File: config.mk
export PLATFORM = sky130hd
export DESIGN_NAME = adc_scan_ctrl
export DESIGN_NICKNAME = d
export VERILOG_FILES = /design/src/rtl/adc_scan_pkg.sv /design/src/rtl/adc_bit_reader.sv /design/src/rtl/adc_frame_seq.sv /design/src/rtl/adc_scan_ctrl.sv
export SDC_FILE = /design/constraint.sdc
export NUM_CORES = 1
export LEC_CHECK = 0
export BUFFER_PORTS_ARGS = -buffer_cell sky130_fd_sc_hd__buf_2
export CAP_MARGIN = 30
export CORE_UTILIZATION = 56
export CTS_BUF_LIST = sky130_fd_sc_hd__clkbuf_16
export DETAILED_ROUTE_END_ITERATION = 7
export PLACE_DENSITY = 0.83
export SYNTH_ARGS = -nofsm -noshare
export SYNTH_HDL_FRONTEND = slang
export SYNTH_SLANG_ARGS = --single-unit
File: constraint.sdc
create_clock -name clk -period 2.8 [get_ports clk]
set_input_delay 0.28 -clock clk [delete_from_list [all_inputs] [get_ports clk]]
set_output_delay 0.28 -clock clk [all_outputs]
set_load 0.005 [all_outputs]
File: src/rtl/adc_scan_pkg.sv
package adc_scan_pkg;

  localparam int NUM_CH   = 2;
  localparam int SAMPLE_W = 8;
  localparam int CH_W     = (NUM_CH > 1) ? $clog2(NUM_CH) : 1;

  typedef enum logic [2:0] {
    FR_IDLE,
    FR_XLOW,
    FR_XHIGH,
    FR_CONV,
    FR_READ,
    FR_GAP
  } frame_state_e;

  typedef enum logic [2:0] {
    SC_BOOT,
    SC_BOOTWAIT,
    SC_IDLE,
    SC_PICK,
    SC_WAIT
  } scan_state_e;

  function automatic logic [CH_W-1:0] first_set(input logic [NUM_CH-1:0] m);
    logic [CH_W-1:0] r;
    r = '0;
    for (int i = NUM_CH - 1; i >= 0; i--) begin
      if (m[i]) r = CH_W'(i);
    end
    return r;
  endfunction

endpackage

File: src/rtl/adc_bit_reader.sv
module adc_bit_reader #(
  parameter int DIV = 4,
  parameter int W   = 8
) (
  input  logic         clk,
  input  logic         rst_n,
  input  logic         go,
  input  logic         sdo,
  output logic         sclk,
  output logic         done,
  output logic [W-1:0] data
);
  localparam int DCW = $clog2(DIV + 1);
  localparam int BCW = (W > 1) ? $clog2(W) : 1;

  logic           active;
  logic [DCW-1:0] div_cnt;
  logic [BCW-1:0] bit_cnt;
  logic [W-1:0]   shreg;

  always_ff @(posedge clk or negedge rst_n) begin
    if (!rst_n) begin
      active  <= 1'b0;
      sclk    <= 1'b0;
      done    <= 1'b0;
      div_cnt <= '0;
      bit_cnt <= '0;
      shreg   <= '0;
    end else begin
      done <= 1'b0;
      if (go && !active) begin
        active  <= 1'b1;
        sclk    <= 1'b0;
        div_cnt <= DCW'(DIV - 1);
        bit_cnt <= '0;
      end else if (active) begin
        if (div_cnt == '0) begin
          div_cnt <= DCW'(DIV - 1);
          if (!sclk) begin
            sclk  <= 1'b1;
            shreg <= {shreg[W-2:0], sdo};
          end else begin
            sclk <= 1'b0;
            if (bit_cnt == BCW'(W - 1)) begin
              active <= 1'b0;
              done   <= 1'b1;
            end else begin
              bit_cnt <= bit_cnt + 1'b1;
            end
          end
        end else begin
          div_cnt <= div_cnt - 1'b1;
        end
      end
    end
  end

  assign data = shreg;

endmodule

File: src/rtl/adc_frame_seq.sv
module adc_frame_seq
  import adc_scan_pkg::*;
#(
  parameter int XLO_CYC       = 100,
  parameter int XHI_CYC       = 100,
  parameter int CONV_WAIT_CYC = 800,
  parameter int GAP_CYC       = 100
) (
  input  logic clk,
  input  logic rst_n,
  input  logic frame_go,
  input  logic extra_pulse,
  input  logic rd_done,
  output logic rd_go,
  output logic cnv,
  output logic frame_done
);
  localparam int M1   = (XLO_CYC > XHI_CYC) ? XLO_CYC : XHI_CYC;
  localparam int M2   = (CONV_WAIT_CYC > GAP_CYC) ? CONV_WAIT_CYC : GAP_CYC;
  localparam int MAXC = (M1 > M2) ? M1 : M2;
  localparam int CW   = $clog2(MAXC + 1);

  frame_state_e st_q, st_d;
  logic [CW-1:0] cnt_q, cnt_d;
  logic          rd_go_d, done_d, cnv_d;

  always_comb begin
    st_d    = st_q;
    cnt_d   = (cnt_q != '0) ? cnt_q - 1'b1 : cnt_q;
    rd_go_d = 1'b0;
    done_d  = 1'b0;
    case (st_q)
      FR_IDLE: begin
        if (frame_go) begin
          if (extra_pulse) begin
            st_d  = FR_XLOW;
            cnt_d = CW'(XLO_CYC - 1);
          end else begin
            st_d  = FR_CONV;
            cnt_d = CW'(CONV_WAIT_CYC - 1);
          end
        end
      end
      FR_XLOW: begin
        if (cnt_q == '0) begin
          st_d  = FR_XHIGH;
          cnt_d = CW'(XHI_CYC - 1);
        end
      end
      FR_XHIGH: begin
        if (cnt_q == '0) begin
          st_d  = FR_CONV;
          cnt_d = CW'(CONV_WAIT_CYC - 1);
        end
      end
      FR_CONV: begin
        if (cnt_q == '0) begin
          st_d    = FR_READ;
          rd_go_d = 1'b1;
        end
      end
      FR_READ: begin
        if (rd_done) begin
          st_d  = FR_GAP;
          cnt_d = CW'(GAP_CYC - 1);
        end
      end
      FR_GAP: begin
        if (cnt_q == '0) begin
          st_d   = FR_IDLE;
          done_d = 1'b1;
        end
      end
      default: st_d = FR_IDLE;
    endcase
    cnv_d = (st_d == FR_IDLE) || (st_d == FR_XHIGH) || (st_d == FR_GAP);
  end

  always_ff @(posedge clk or negedge rst_n) begin
    if (!rst_n) begin
      st_q       <= FR_IDLE;
      cnt_q      <= '0;
      rd_go      <= 1'b0;
      frame_done <= 1'b0;
      cnv        <= 1'b1;
    end else begin
      st_q       <= st_d;
      cnt_q      <= cnt_d;
      rd_go      <= rd_go_d;
      frame_done <= done_d;
      cnv        <= cnv_d;
    end
  end

endmodule

File: src/rtl/adc_scan_ctrl.sv
module adc_scan_ctrl
  import adc_scan_pkg::*;
#(
  parameter int CLK_DIV       = 4,
  parameter int XLO_CYC       = 100,
  parameter int XHI_CYC       = 100,
  parameter int CONV_WAIT_CYC = 800,
  parameter int GAP_CYC       = 100
) (
  input  logic                         clk,
  input  logic                         rst_n,
  input  logic                         scan_start,
  input  logic [NUM_CH-1:0]            scan_mask,
  output logic                         scan_busy,
  output logic                         scan_done,
  output logic [NUM_CH*SAMPLE_W-1:0]   slot_data,
  output logic [NUM_CH-1:0]            slot_valid,
  output logic                         adc_cnv,
  output logic                         adc_sclk,
  input  logic                         adc_sdo
);
  scan_state_e          st_q;
  logic [NUM_CH-1:0]    pend_q, pend_clr;
  logic [CH_W-1:0]      cur_ch_q, pick_ch;
  logic [CH_W-1:0]      slot_q;
  logic                 frame_go, frame_done, extra_pulse;
  logic                 rd_go, rd_done;
  logic [SAMPLE_W-1:0]  rd_data;

  assign pick_ch     = first_set(pend_q);
  assign frame_go    = (st_q == SC_BOOT) || (st_q == SC_PICK);
  assign extra_pulse = (st_q == SC_PICK) && (pick_ch != '0);
  assign scan_busy   = (st_q != SC_IDLE);

  always_comb begin
    pend_clr           = pend_q;
    pend_clr[cur_ch_q] = 1'b0;
  end

  adc_frame_seq #(
    .XLO_CYC       (XLO_CYC),
    .XHI_CYC       (XHI_CYC),
    .CONV_WAIT_CYC (CONV_WAIT_CYC),
    .GAP_CYC       (GAP_CYC)
  ) u_seq (
    .clk         (clk),
    .rst_n       (rst_n),
    .frame_go    (frame_go),
    .extra_pulse (extra_pulse),
    .rd_done     (rd_done),
    .rd_go       (rd_go),
    .cnv         (adc_cnv),
    .frame_done  (frame_done)
  );

  adc_bit_reader #(
    .DIV (CLK_DIV),
    .W   (SAMPLE_W)
  ) u_rd (
    .clk   (clk),
    .rst_n (rst_n),
    .go    (rd_go),
    .sdo   (adc_sdo),
    .sclk  (adc_sclk),
    .done  (rd_done),
    .data  (rd_data)
  );

  always_ff @(posedge clk or negedge rst_n) begin
    if (!rst_n) begin
      st_q       <= SC_BOOT;
      pend_q     <= '0;
      cur_ch_q   <= '0;
      slot_q     <= '0;
      scan_done  <= 1'b0;
      slot_data  <= '0;
      slot_valid <= '0;
    end else begin
      scan_done <= 1'b0;
      case (st_q)
        SC_BOOT:     st_q <= SC_BOOTWAIT;
        SC_BOOTWAIT: if (frame_done) st_q <= SC_IDLE;
        SC_IDLE: begin
          if (scan_start) begin
            slot_valid <= '0;
            slot_q     <= '0;
            pend_q     <= scan_mask;
            if (scan_mask == '0) scan_done <= 1'b1;
            else                 st_q      <= SC_PICK;
          end
        end
        SC_PICK: begin
          cur_ch_q <= pick_ch;
          st_q     <= SC_WAIT;
        end
        SC_WAIT: begin
          if (frame_done) begin
            slot_data[slot_q*SAMPLE_W +: SAMPLE_W] <= rd_data;
            slot_valid[slot_q] <= 1'b1;
            slot_q             <= slot_q + 1'b1;
            pend_q             <= pend_clr;
            if (pend_clr == '0) begin
              st_q      <= SC_IDLE;
              scan_done <= 1'b1;
            end else begin
              st_q <= SC_PICK;
            end
          end
        end
        default: st_q <= SC_IDLE;
      endcase
    end
  end

endmodule

==> flow_results.org, run 1 <==
** Cells and area
- For this run, the share of the core covered by cells in the final layout is 69.3%.
- Most common cell after layout, fill and taps aside :: sky130_fd_sc_hd__dfrtp_1
- After filler insertion, the fill cell instance count of the layout stands at 346.
- In the final layout, flip-flops and latches occupy 1480 µm².
- Highest-count cells in the layout ignoring fill and taps :: sky130_fd_sc_hd__dfrtp_1 (58), sky130_fd_sc_hd__buf_2 (27), sky130_fd_sc_hd__mux2_2 (26)
- Of the cells placed in the final design, the portion with a size suffix greater than 1 is 27.3%.
- Final net count :: 290
- The repair_antennas step left the layout with diodes totalling 0.
- The multi-input combinational cells in the finished layout cover a total of 1220 µm².
- Relative to the synthesized area, the layout overhead comes to 18.8%.

** Synth
- Seq/Total Area, Yosys :: 53.3%
- Number of instances in the synthesized netlist :: 244
- A synthesized cell averages 11.4 µm².
- Synthesis inferred 59 register bits.
- Counting every net in the synthesized netlist gives 257.
- Synthesized cell area :: 2770 µm²
- Warnings, synthesis :: 0
- Post-synthesis async set-or-reset flop share :: 100%
- Yosys mapped a number of flops with a built-in enable equal to 0.
- The most used flip-flop cell after synthesis is sky130_fd_sc_hd__dfrtp_1.
- Synth unique cells :: 52

** Floorplan
- Overall die height :: 72.4 µm
- Number of placement rows :: 25
- For this design the top-level I/O count stands at 28.
- Die area :: 5240 µm²
- Effective utilization at floorplan :: 58.3%
- The floorplan step set the die width to 72.4 µm.
- Floorplan Core Area :: 4750 µm²

** Setup path
- Maximum fanout along the worst path :: 8
- The number of buffers and inverters on the critical path is 1.
- The worst setup path is launched from a register.
- Highest cell delay on the worst timing path :: 0.53 ns
- Data arrives at the worst endpoint at 2.34 ns.
- Crit. End Element :: register
- Broken down by cell family, the worst path's largest delay share belongs to compound AO/OA/AOI/OAI gates.
- The critical path goes through inv_1 > ha_1 > nor4b_4 > nand4_1 > a211oi_1 > o21ai_0.
- The most critical setup path has its startpoint at u_seq.cnt_q[0]$_DFF_PN0_.
- CP required :: 2.96 ns
- Worst Setup Path Type :: reg -> reg
- Launch point of the worst reg-to-reg path :: u_seq.cnt_q[0]$_DFF_PN0_
- On the critical path, the stage with the largest delay is an instance of sky130_fd_sc_hd__a211oi_1.

** STA
- The clock arrives with 0.00857 ns of skew.
- Hold violation count in the final report :: 12
- Setup repair after global routing left no endpoint under its margin.
- Period Utilization, post-route :: 77.8%
- The number of max-slew violations in the final report came to 0.
- For the pin with the worst max-slew slack, the measured transition is 0.664 ns.
- Finish-stage setup viols :: 0
- Slew margin rel. :: 55.7%
- Summed over all failing endpoints, the final setup total negative slack is 0 ns.
- Post-layout worst setup margin :: 0.622 ns
- Based on the critical path, the design can be clocked at up to 0.459 GHz.
- Worst hold slack :: -0.0107 ns
- Time the final worst path needs with I/O delays and setup :: 2.18 ns

** Clock network
- Clock latency on the worst-skew pair :: 0.32 ns
- Total clock buffers created by CTS :: 9
- Number of resized instances in the post-cts repair step :: 0
- CTS root buf :: sky130_fd_sc_hd__clkbuf_16
- Hold-fix buffers, CTS :: 0
- The clock passes through at most 2 buffers.
- Once the clock tree was built, the setup fixing pass inserted 0 buffers.
- Sink count of the clock tree :: 59
- TritonCTS built the clock tree.
- CTS built an H-tree with a depth of 3.
- Clock slew seen by the registers of the worst setup and hold paths :: 0.05 ns

** Routing
- Count of TritonRoute iterations in the first routing pass :: 4
- Number of antenna-violating nets in the routed design :: 0
- In the routed design, unresolved DRC markers number 0.
- Via count :: 1939
- The routed design has 5.21 mm of wire.
- Dividing the detail-routed wire length by the instance count gives 14.9 µm.
- Routed vias/inst :: 5.56
- The first routing iteration left 148 violations.

** GRT
- Antenna violations before repair :: 0
- Pin count of the biggest net entering global routing :: 32
- Total track usage :: 23.2%
- The via count of the first global-routing pass was 1937.
- The first global-routing pass estimated 9.11 mm of wire.
- After global routing the overflow that remains totals 0.

** Pwr
- The design draws 2.03 mW.
- Leak :: 1.73 nW
- Worst IR Drop VDD :: 0.000514 V
- In this run the power density over the cells is 615 nW/µm².

** Run status
- The final reports fail on negative hold slack.
- Result of the run :: finished with violations

** Place
- Total half-perimeter wirelength after legalization and detailed placement :: 3.63 mm
- Input and output buffers added on the ports amount to 27.
- Routability-driven placement finished with a final weighted congestion of 0.813.
- OpenSTA, run right after detailed placement, puts the worst setup slack at 0.645 ns.

** Flow run
- Maxcap violations :: 0

** Worst hold path
- The worst hold path belongs to the class in -> async.
-- worst reg2reg max path, stage by stage (launching register included) --
cell,delay [ns]
sky130_fd_sc_hd__dfrtp_1,0.39
sky130_fd_sc_hd__inv_1,0.08
sky130_fd_sc_hd__ha_1,0.17
sky130_fd_sc_hd__nor4b_4,0.38
sky130_fd_sc_hd__nand4_1,0.30
sky130_fd_sc_hd__a211oi_1,0.53
sky130_fd_sc_hd__o21ai_0,0.17
-- worst paths after layout --
kind | to | slack (ns) | depth (start not counted)
worst max-delay path | u_seq.cnt_q[4]$_DFF_PN0_ | 0.62 | 6
worst min register to register | slot_valid[0]$_DFFE_PN0P_ | 0.48 | 1
min in group clk | scan_done$_DFF_PN0_ | 0.19 | 2
worst min-delay path | u_seq.cnt_q[2]$_DFF_PN0_ | -0.01 | 1
max in group asynchronous | u_rd.data[2]$_DFFE_PN0P_ | 2.14 | 2
worst max register to register | u_seq.cnt_q[4]$_DFF_PN0_ | 0.62 | 6
-- registers in the layout, summed over array words and instances, names as in the netlist --
register	cells
slot_data	16
u_seq.cnt_q	10
u_rd.data	8
st_q	3
u_rd.bit_cnt	3
u_rd.div_cnt	3
u_seq.st_q	3
pend_q	2
slot_valid	2
cur_ch_q	1
scan_done	1
slot_q	1
u_rd.active	1
u_rd.done	1
u_rd.sclk	1
u_seq.cnv	1
u_seq.frame_done	1
u_seq.rd_go	1
-- per-layer routing --
layer | track usage (%) | up-vias | part of all wire, %
met5 | 0 | - | 0
met2 | 37.8 | 38 | 50
met4 | 8.28 | 0 | 0.52
met1 | 28.8 | 956 | 45
li1 | - | 943 | -
met3 | 8.19 | 2 | 4.6
-- power breakdown --
part	total (mW)	internal, mW	switching (mW)
logic	0.0225	0.00478	0.0177
clock network	1.15	0.774	0.375
registers	0.854	0.854	0
total	2.03	1.63	0.393
-- metrics by stage --
stage / area, µm² / instances
after floorplan: 2770 / 244
after global placement: 2980 / 333
after detailed placement: 2980 / 333
after CTS: 3290 / 349
after global routing: 3290 / 349
final: 3290 / 349
-- layout make-up --
type                            instances  area share [%]
Sequential cell                        59            44.9
Inverter                               10            1.22
Timing Repair Buffer                   30            4.79
Clock inverter                          7            2.81
Tap cell                               67            2.54
Multi-Input combinational cell        167            37.0
Clock buffer                            9            6.84
-- synth_stat cells (3+ instances only) --
cell type                  count  area, µm²
sky130_fd_sc_hd__a211oi_1      4       30.0
sky130_fd_sc_hd__a21o_1        3       22.5
sky130_fd_sc_hd__a21oi_1      10       50.1
sky130_fd_sc_hd__a31oi_1       3       18.8
sky130_fd_sc_hd__clkbuf_1      6       22.5
sky130_fd_sc_hd__dfrtp_1      58       1450
sky130_fd_sc_hd__ha_1          7       87.6
sky130_fd_sc_hd__inv_1         9       33.8
sky130_fd_sc_hd__mux2_2       26        293
sky130_fd_sc_hd__mux2i_1       7       70.1
sky130_fd_sc_hd__nand2_1      13       48.8
sky130_fd_sc_hd__nand2b_1      4       25.0
sky130_fd_sc_hd__nand3_1       3       15.0
sky130_fd_sc_hd__nor2_1       23       86.3
sky130_fd_sc_hd__nor2b_1       6       37.5
sky130_fd_sc_hd__nor3_1        3       15.0
sky130_fd_sc_hd__o21a_1        4       30.0
sky130_fd_sc_hd__o21ai_0      11       55.1
sky130_fd_sc_hd__xnor2_1       3       26.3
-- cell families after synthesis --
| logic type | Yosys count | synth area share, % |
|---|---|---|
| xor+xnor | 4 | 1.26 |
| buf+inv | 18 | 2.84 |
| compound gates | 52 | 12.6 |
| flops | 59 | 53.3 |
| mux | 33 | 13.1 |
| fa+ha+maj | 7 | 3.16 |
| simple gates | 71 | 13.8 |
Note: power is estimated with default switching activity, not from simulation.
==> inputs of run 2 (changes only) <==
Settings changed: ABC_AREA set to 1, CORE_UTILIZATION 56 to 53, PLACE_DENSITY 0.83 to 0.82.
Clock period 2.8 ns to 1.75 ns, I/O delays scaled along.
==> run 2 against run 1 <==
The flow now finishes without violations. Routed wire length increased by 9.8%. Synthesized cell count grew 41%. Cell area grew 5.8%. Sequential share of layout area is 2.5 points lower. Highest routed layer unchanged. Cell count grew 30%. Largest cell class unchanged. Global-route usage down 0.65 points. Power is 61% higher. Die area rose by 12%. Synthesized area up 6.3%. Non-clock buffer count rose by 1. Worst setup slack worse by 0.48 ns.
==> flow_results.org, run 2 <==
** Run status
- Result of the run :: finished clean (was finished with violations)

** STA
- The worst hold margin is 0.129 ns (was -0.0107 ns).
- The final-report hold violation count is 0 (was 12).
- The final sum of negative setup slack was 0 ns (unchanged).
- The transition time of the tightest slew-check pin was 0.348 ns (was 0.664 ns).
- Max Slew Vio Count :: 0 (unchanged)
- Post-layout worst setup margin :: 0.142 ns (was 0.622 ns)
- Slew margin rel. :: 76.8% (was 55.7%)
- The count of final setup violators was 0 (unchanged).
- Period Utilization, post-route :: 91.9% (was 77.8%)
- Clock skew :: 0.00387 ns (was 0.00857 ns)
- Achievable frequency :: 0.622 GHz (was 0.459 GHz)
- Unrepaired setup endpoints after global routing: no (unchanged).
- Time the final worst path needs with I/O delays and setup :: 1.61 ns (was 2.18 ns)

** Clock network
- Sink count of the clock tree :: 59 (unchanged)
- The clock transition at the registers of the reported paths was 0.05 ns (about the same).
- The total CTS buffers came to 9 (unchanged).
- CTS tree :: built (unchanged)
- Clock Path Buffers :: 2 (unchanged)
- Number of buffers inserted to repair setup after CTS :: 0 (unchanged)
- The worst-skew pair later-pin latency is 0.32 ns (about the same).
- H-tree levels :: 3 (unchanged)
- The cell at the root of the clock tree was sky130_fd_sc_hd__clkbuf_16 (unchanged).

** Synth
- Count of state elements after synthesis :: 59 (unchanged)
- Most common library cells after synthesis :: sky130_fd_sc_hd__nand2_1 (76), sky130_fd_sc_hd__dfrtp_1 (58), sky130_fd_sc_hd__inv_1 (50) (was sky130_fd_sc_hd__dfrtp_1 (58), sky130_fd_sc_hd__mux2_2 (26), sky130_fd_sc_hd__nor2_1 (23))
- Post-synthesis async set-or-reset flop share :: 100% (unchanged)
- Synth unique cells :: 35 (was 52)
- The fraction of post-synthesis cell area in the top cell type by area was 49.2% (was 52.3%).
- The sequential fraction of the synthesis area is 50.1% (was 53.3%).
- The number of flops mapped to enable cells by yosys was 0 (unchanged).
- The mean instance size in the synthesized netlist came to 8.57 µm² (was 11.4 µm²).
- Synthesized cell area :: 2950 µm² (was 2770 µm²)
- Number of instances in the synthesized netlist :: 344 (was 244)
- Cells taking the most area after synthesis :: sky130_fd_sc_hd__dfrtp_1 (49%), sky130_fd_sc_hd__nand2_1 (9.7%), sky130_fd_sc_hd__inv_1 (6.4%) (was sky130_fd_sc_hd__dfrtp_1 (52%), sky130_fd_sc_hd__mux2_2 (11%), sky130_fd_sc_hd__ha_1 (3.2%))
- Warnings, synthesis :: 0 (unchanged)
- Net count of the mapped netlist :: 357 (was 257)
- The most instantiated library cell after synthesis is sky130_fd_sc_hd__nand2_1 (was sky130_fd_sc_hd__dfrtp_1).
- The biggest area consumer among synthesized cells is sky130_fd_sc_hd__dfrtp_1 (unchanged).
- Synth Flop Type :: sky130_fd_sc_hd__dfrtp_1 (unchanged)

** Routing
- The total vias in the final route is 2340 (was 1939).
- The number of violations reported at the end of detailed-routing iteration 0 was 112 (was 148).
- The post-detailed-route via-to-cell ratio is 5.14 (was 5.56).
- Count of TritonRoute iterations in the first routing pass :: 4 (unchanged)
- The final wirelength came to 5.72 mm (was 5.21 mm).
- The number of nets with antenna violations after detailed routing came to 0 (unchanged).
- The post-detailed-route wirelength per cell is 12.6 µm (was 14.9 µm).
- The remaining routing DRC violations came to 0 (unchanged).

** Floorplan
- I/O pins :: 28 (unchanged)
- Overall die height :: 76.6 µm (was 72.4 µm)
- Die area :: 5870 µm² (was 5240 µm²)
- The effective utilization at floorplan came to 56.3% (was 58.3%).
- Die boundary width :: 76.6 µm (was 72.4 µm)
- The core area came to 5240 µm² (was 4750 µm²).
- Number of placement rows :: 26 (was 25)

** GRT
- The number of antenna violations at the first check in global routing is 0 (unchanged).
- Gr ovfl total :: 0 (unchanged)
- The pin count of the biggest net entering global routing was 60 (was 32).
- The global-route usage over all layers is 22.6% (was 23.2%).
- Vias in the first global route :: 2420 (was 1937)
- The first-pass GRT wire length is 10.3 mm (was 9.11 mm).

** Cells and area
- Area added between synthesis and finish :: 18.2% (was 18.8%)
- The largest register by flop count is slot_data (unchanged).
- Most common cell after layout, fill and taps aside :: sky130_fd_sc_hd__nand2_1 (was sky130_fd_sc_hd__dfrtp_1)
- Number of antenna cells inserted :: 0 (unchanged)
- The final design utilization came to 66.6% (was 69.3%).
- The number of flip-flops under the largest register name is 16 (unchanged).
- Final net count :: 393 (was 290)
- Highest-count cells in the layout ignoring fill and taps: sky130_fd_sc_hd__nand2_1 (75), sky130_fd_sc_hd__dfrtp_1 (58), sky130_fd_sc_hd__inv_1 (50) (was sky130_fd_sc_hd__dfrtp_1 (58), sky130_fd_sc_hd__buf_2 (27), sky130_fd_sc_hd__mux2_2 (26)).
- The proportion of layout cells with a drive suffix above 1 is 22.3% (was 27.3%).

** Pwr
- NetSw :: 647 µW (was 393 µW)
- The internal power came to 2.62 mW (was 1.63 mW).
- The portion of total power attributed to combinational logic was 1.3% (was 1.1%).
- The sequential group share of total power came to 41.9% (was 42.2%).
- The power density relative to cell area came to 936 nW/µm² (was 615 nW/µm²).
- Clock power frac :: 56.8% (was 56.7%)
- The worst vdd rail ir drop came to 0.000832 V (was 0.000514 V).
- Sw frac :: 19.8% (was 19.4%)
- The cell leakage power came to 1.82 nW (was 1.73 nW).

** Setup path
- The critical-path maximum fanout is 13 (was 8).
- Crit. End Element :: register (unchanged)
- The endpoint arrival time on the critical path came to 1.81 ns (was 2.34 ns).
- The startpoint class of the critical path is a register (unchanged).
- The classification of the worst setup path is reg -> reg (unchanged).
- The start point of the critical path is u_seq.cnt_q[0]$_DFF_PN0_ (unchanged).
- The beginning of the worst register-to-register path is u_seq.cnt_q[0]$_DFF_PN0_ (unchanged).
- CP required :: 1.96 ns (was 2.96 ns)
- Count of cells along the worst register-to-register path :: 8 (was 6)

** Place
- The number of buffers added on ports is 27 (unchanged).
- The post-placement worst setup slack came to 0.0465 ns (was 0.645 ns).
- The final estimated routing congestion in global placement came to 0.886 (was 0.813).
- The HPWL after detailed placement came to 4.05 mm (was 3.63 mm).

** Worst hold path
- The worst hold path was traced through 3 stages.
- Critical hold path startpoint :: adc_sdo
- Min-Delay Path Class :: in -> reg (was in -> async)

** Flow run
- Maxcap violations :: 0 (unchanged)
run 2: power by group through the flow:
stage                     registers (mW)  clock network (mW)  logic [mW]
final                               1.37                1.85      0.0417
after global routing                1.37                1.95      0.0502
after CTS                           1.37                1.90      0.0443
after detailed placement            1.39                   0      0.0427
after global placement              1.39                   0      0.0421
after floorplan                     1.39                   0     0.00409
run 2: path summary, 6_finish.rpt:
check,end,slack (ns)
max in group asynchronous,u_seq.cnv$_DFF_PN1_,1.07
min in group asynchronous,st_q[0]$_DFFE_PN0P_,0.38
hold / removal,u_rd.data[0]$_DFFE_PN0P_,0.13
hold reg to reg,slot_data[5]$_DFFE_PN0P_,0.47
setup / recovery,u_seq.cnt_q[4]$_DFF_PN0_,0.14
setup reg to reg,u_seq.cnt_q[4]$_DFF_PN0_,0.14
run 2: area by class of cell:
cell class | count | area [µm²]
fill | 412 | 1750
timing repair buffer | 31 | 180
multi-input combinational | 223 | 1210
clock buffer | 9 | 225
sequential | 59 | 1480
clock inverter | 7 | 92.6
inverter | 56 | 210
tap | 70 | 87.6
run 2: metal layers:
layer | global-route usage (%) | vias to the layer above | routed length [µm] | share of wire (%)
met5 | 0 | - | 0 | 0
met4 | 10.2 | 0 | 53 | 0.93
met3 | 7.66 | 6 | 260 | 4.5
met2 | 38.4 | 42 | 2920 | 51
met1 | 25.6 | 1126 | 2480 | 43
li1 | - | 1166 | - | -
run 2: cell families after synthesis:
family                     share of synthesized area (%)
and+or+nand+nor                                     22.3
AOI/OAI and AO/OA                                   13.7
buffers and inverters                               9.21
DFF                                                 50.1
adders and majority gates                           2.97
xor gates and xnor gates                            1.78
run 2: repair_timing:
item / CTS / global route
gates resized for setup: 0 / 4
endpoints found under the hold margin: 58 / 0
hold buffers: 1 / 0
endpoints found under the setup margin: 0 / 12
run 2: metrics by stage:
step	instance area [µm²]	power, mW	cells
finish	3490	3.26	455
global route	3490	3.37	455
CTS	3470	3.31	455
detailed placement	3150	1.43	438
global placement	3150	1.43	438
floorplan	2950	1.40	344
run 2: worst max-delay path, stage by stage, from the launching register on:
cell and delay (ns):
sky130_fd_sc_hd__dfrtp_1 0.38, sky130_fd_sc_hd__inv_1 0.10, sky130_fd_sc_hd__ha_1 0.15, sky130_fd_sc_hd__nand2_1 0.06, sky130_fd_sc_hd__nor2_2 0.12, sky130_fd_sc_hd__nand2_4 0.12, sky130_fd_sc_hd__or2_2 0.31, sky130_fd_sc_hd__a21boi_2 0.16
sky130_fd_sc_hd__o21ai_0 0.09
